## src/rtl/seg_addr_gen.sv

```systemverilog
module seg_addr_gen #(
  parameter int OFS_W     = 16,
  parameter int SEG_SHIFT = 4,
  parameter bit REG_OUT   = 1'b1
) (
  input  logic                           clk,
  input  logic                           rst_n,
  input  logic [OFS_W-1:0]               seg_code,
  input  logic [OFS_W-1:0]               seg_data,
  input  logic [OFS_W-1:0]               seg_stack,
  input  logic [OFS_W-1:0]               seg_extra,
  input  logic [OFS_W-1:0]               reg_bx,
  input  logic [OFS_W-1:0]               reg_bp,
  input  logic [OFS_W-1:0]               reg_si,
  input  logic [OFS_W-1:0]               reg_di,
  input  logic [OFS_W-1:0]               reg_sp,
  input  logic [OFS_W-1:0]               reg_ip,
  input  logic [1:0]                     acc_kind,
  input  logic [1:0]                     base_sel,
  input  logic [1:0]                     idx_sel,
  input  logic [OFS_W-1:0]               disp,
  input  logic                           disp_en,
  input  logic                           disp_wide,
  input  logic                           ovr_en,
  input  logic [1:0]                     ovr_seg,
  output logic [OFS_W-1:0]               eff_addr,
  output logic [1:0]                     seg_pick,
  output logic [OFS_W+SEG_SHIFT-1:0]     phys_addr
);
  localparam int PA_W = OFS_W + SEG_SHIFT;
  localparam logic [1:0] S_ES = 2'd0, S_CS = 2'd1, S_SS = 2'd2, S_DS = 2'd3;

  logic [OFS_W-1:0] base_v, idx_v, disp_v, ea_n, seg_v;
  logic [1:0]       seg_n;
  logic [PA_W-1:0]  pa_n;

  assign base_v = (base_sel == 2'd1) ? reg_bx :
                  (base_sel == 2'd2) ? reg_bp : '0;
  assign idx_v  = (idx_sel == 2'd1) ? reg_si :
                  (idx_sel == 2'd2) ? reg_di : '0;
  assign disp_v = !disp_en  ? '0 :
                  disp_wide ? disp : {{(OFS_W-8){disp[7]}}, disp[7:0]};

  always_comb begin
    case (acc_kind)
      2'd0: begin ea_n = reg_ip; seg_n = S_CS; end
      2'd2: begin ea_n = reg_sp; seg_n = S_SS; end
      2'd3: begin ea_n = reg_di; seg_n = S_ES; end
      default: begin
        ea_n  = base_v + idx_v + disp_v;
        seg_n = ovr_en ? ovr_seg : ((base_sel == 2'd2) ? S_SS : S_DS);
      end
    endcase
  end

  always_comb begin
    case (seg_n)
      S_ES:    seg_v = seg_extra;
      S_CS:    seg_v = seg_code;
      S_SS:    seg_v = seg_stack;
      default: seg_v = seg_data;
    endcase
  end

  assign pa_n = {seg_v, {SEG_SHIFT{1'b0}}} + PA_W'(ea_n);

  generate
    if (REG_OUT) begin : g_reg
      always_ff @(posedge clk or negedge rst_n) begin
        if (!rst_n) begin
          eff_addr  <= '0;
          seg_pick  <= '0;
          phys_addr <= '0;
        end else begin
          eff_addr  <= ea_n;
          seg_pick  <= seg_n;
          phys_addr <= pa_n;
        end
      end
    end else begin : g_comb
      assign eff_addr  = ea_n;
      assign seg_pick  = seg_n;
      assign phys_addr = pa_n;
    end
  endgenerate
endmodule

```

## config.mk

```make
export PLATFORM = sky130hd
export DESIGN_NAME = seg_addr_gen
export DESIGN_NICKNAME = d
export VERILOG_FILES = /design/src/rtl/seg_addr_gen.sv
export SDC_FILE = /design/constraint.sdc
export NUM_CORES = 1
export LEC_CHECK = 0
export BUFFER_PORTS_ARGS = -buffer_cell sky130_fd_sc_hd__buf_2
export CORE_AREA = 2 2 97 99
export CTS_CLUSTER_SIZE = 40
export DETAILED_ROUTE_END_ITERATION = 8
export DIE_AREA = 0 0 99 101
export GPL_ROUTABILITY_DRIVEN = 0
export GPL_TIMING_DRIVEN = 0
export PLACE_DENSITY_LB_ADDON = 0.12
export SETUP_SLACK_MARGIN = 0.15
export SKIP_LAST_GASP = 1
export SLEW_MARGIN = 20
export SYNTH_ARGS = -nofsm -noshare
export SYNTH_HDL_FRONTEND = slang
export SYNTH_SLANG_ARGS = --single-unit
```

## constraint.sdc

```tcl
create_clock -name clk -period 0.8 [get_ports clk]
set_clock_uncertainty 0.1 [all_clocks]
set_input_delay 0.04 -clock clk [delete_from_list [all_inputs] [get_ports clk]]
set_output_delay 0.04 -clock clk [all_outputs]
set_load 0.01 [all_outputs]
```

==> flow_metrics.py <==
metrics = {
    "outcome": {
        "status": "finished, violations left",
        "failing_checks": "negative hold slack, negative setup slack",
    },
    "detailed_routing": {
        "wl_per_cell_um": 17.5,
        "firstDrtPassIters": 7,
        "vias": 4776,
        "drc": 0,
        "routed_wirelength_um": 14900,
        "antenna_violating_nets_post_route": 0,
        "first_iter_violations": 224,
        "detailed_route_vias_per_instance": 5.61,
    },
    "synth": {
        "dominantRegCellSynth": "dfrtp_1",
        "mappedNetlistArea_mm2": 0.00404,
        "synth_edf_count": 0,
        "synth_area_per_cell_um2": 8.83,
        "synthArstFlopShare_pct": 100,
        "largest_area_contributor_in_the_netlist": "dfrtp_1",
        "synth_cells": 457,
        "synth_warnings": 0,
        "post-synth-top-area-fraction_pct": 21.1,
        "synth.net_count": 688,
        "post_synth_main_area_contributors": "dfrtp_1, fa_1, ha_1",
        "synth-seq-cells": 34,
        "synth.yosys.seq_area_share_pct": 21.1,
        "ys_types": 58,
    },
    "place": {
        "half_perimeter_wire_length_after_placement_um": 11200,
        "place_inst": 794,
        "port-buffer-count": 226,
        "placed_area_mm2": 0.00556,
    },
    "floorplan": {
        "rows": 35,
        "die_w_um": 99,
        "core_mm2": 0.00898,
        "io_pins": 227,
        "fp.dieArea_mm2": 0.0100,
        "dieHeight_um": 101,
        "initial_core_util_pct": 44.9,
    },
    "critical_path": {
        "critical_path.max_fanout": 7,
        "cp.arrival_ps": 4610,
        "timing.critical_path.required_ps": 900,
        "setup.worst_path.start_class": "input pin",
        "critPathKind": "input pin to flop",
        "worst_setup_path_end_kind": "flop",
    },
    "grt": {
        "grt.overflow.total": 0,
        "antenna_found_initial": 0,
        "first_global_vias": 4732,
        "global_route.usage.total_pct": 27.8,
        "grt_start_max_net_pins": 35,
        "wire_length_of_the_first_global_routing_pass_um": 22300,
    },
    "power_and_ir_drop": {
        "power-per-cell-area_mw_per_mm2": 1620,
        "ir_drop_uv": 715,
        "leakagePower_nw": 3.18,
    },
    "timing": {
        "slew_worst_pin_ps": 815,
        "maxSlewViolCount": 0,
        "achievable-frequency_ghz": 0.222,
        "max-slew-margin-rel_pct": 45.6,
        "final-hold-violation-count": 39,
        "hold_ws_ps": -268,
        "total_neg_setup_slack_ps": -86980,
        "setup_viol_count_final": 70,
        "timing.final.crit_share_pct": 563,
        "layout_setup_ws_ps": -3710,
        "grt_setup_unrepaired": "true",
        "layout_min_cycle_time_ps": 4510,
    },
    "run": {
        "drv.max_cap_violation_count": 0,
    },
    "cts": {
        "tritoncts_clock_tree": "yes",
        "cts_inserted_buffers": 5,
        "count_of_clock_tree_sinks": 34,
        "clk_transition_reported_paths_ps": 70,
        "cts-htree-levels": 2,
        "clockBufferDepth": 2,
        "cts_root_buf": "clkbuf_8",
    },
    "cells_and_area": {
        "total_inserted_antenna_cells": 0,
        "finish.cell_count_without_fillers": 851,
        "design.final.nets": 971,
        "post-route-cell-area_mm2": 0.00670,
        "final_layout_size_suffix_gt1_share_pct": 55.4,
        "syn_to_final_growth_pct": 66.1,
        "most_frequent_cells_in_the_layout": "buf_2, buf_6, dfrtp_1",
        "layout_commonest_cell": "buf_2",
    },
    "worst_hold_path": {
        "holdCritPathClass": "input pin to asynchronous set/reset pin",
    },
}
==> what timing repair did <==
item,4_1_cts,5_1_grt
buffers inserted,37,14
resized for setup,75,67
pin swaps,44,46
endpoints found under the setup margin,71,71
gates cloned,0,0
hold endpoints to repair,39,37
==> report_power, final <==
| group | internal [mW] | leakage (nW) | switching (mW) |
|---|---|---|---|
| logic | 3.72 | 2.74 | 3.49 |
| registers | 2.23 | 0.397 | 0.201 |
| clock network | 0.583 | 0.0438 | 0.602 |
| total | 6.54 | 3.18 | 4.29 |
==> cell usage after synthesis (5+ instances only) <==
cell	number
nand2b_1	5
o21ai_1	6
xnor2_1	18
buf_1	7
ha_1	25
mux2i_1	6
dfrtp_1	34
nand3_1	12
inv_1	36
nand3b_1	5
clkbuf_1	15
a22oi_1	29
o21ai_0	19
a22o_1	5
and2_1	13
mux4_2	13
a21oi_1	30
nor3_1	8
a21o_1	6
nand2_1	24
fa_1	17
nor2_1	35
xor2_1	6
nor2b_1	11
a222oi_1	13
==> area by class of cell <==
class / count / area [um^2]
buffer: 27 / 262
clock buffer: 5 / 68.8
clock inverter: 2 / 10.0
fill: 647 / 2270
inverter: 37 / 141
multi-input combinational: 358 / 3510
sequential: 34 / 851
tap: 111 / 139
timing repair buffer: 277 / 1720
==> critical path, cell delays in order <==
cell,delay (ps)
buf_8,100
nor2b_4,120
buf_8,130
a22oi_2,190
fa_1,480
inv_2,100
ha_4,140
inv_2,40
fa_2,360
nor2b_4,150
o211ai_4,110
a21oi_4,180
nor2_2,50
xnor2_1,120
mux4_2,520
ha_4,320
inv_4,40
o21bai_1,170
a21oi_2,90
nor2b_2,180
nand2_2,80
o211ai_1,220
a41oi_2,170
buf_4,180
nor2_4,150
xor2_1,180
==> stage by stage <==
| stage | power (mW) | setup slack, ps | util [%] |
|---|---|---|---|
| global placement | 7.51 | -4080 | 61.9 |
| floorplan | 5.84 | -3440 | - |
| detailed placement | 7.66 | -4210 | 61.9 |
| finish | 10.8 | -3710 | 74.7 |
| global route | 11.5 | -3840 | 74.7 |
| CTS | 9.88 | -3710 | 70.1 |
==> worst paths after layout <==
path | from | to | slack, ps
max in group asynchronous | rst_n | phys_addr[7] | 370
min in group clk | reg_sp[0] | phys_addr[0] | -20
hold / removal | rst_n | seg_pick[1] | -270
setup / recovery | base_sel[1] | phys_addr[15] | -3710
==> state kept, by name (all words and copies together) (netlist names) <==
signal	cells
seg_pick	2
eff_addr	12
phys_addr	20
==> logic make-up (layout without fill, tap and decap cells) <==
| kind of cell | after synthesis | in the layout | synth area share [%] |
|---|---|---|---|
| fa+ha+maj | 42 | 42 | 16.2 |
| buf+inv | 65 | 348 | 6.48 |
| simple gates | 128 | 128 | 16.0 |
| xor+xnor | 24 | 24 | 5.21 |
| compound gates | 143 | 143 | 25.3 |
| mux | 21 | 21 | 9.67 |
| flops | 34 | 34 | 21.1 |
==> routing by layer <==
metal,up-vias,track usage [%],part of all wire [%]
met5,-,0,0
met4,0,8.01,1.8
met3,23,3.05,6.2
met2,226,52.5,53
met1,2278,33.2,39
li1,2249,-,-
(Power assumes the default switching activity.)
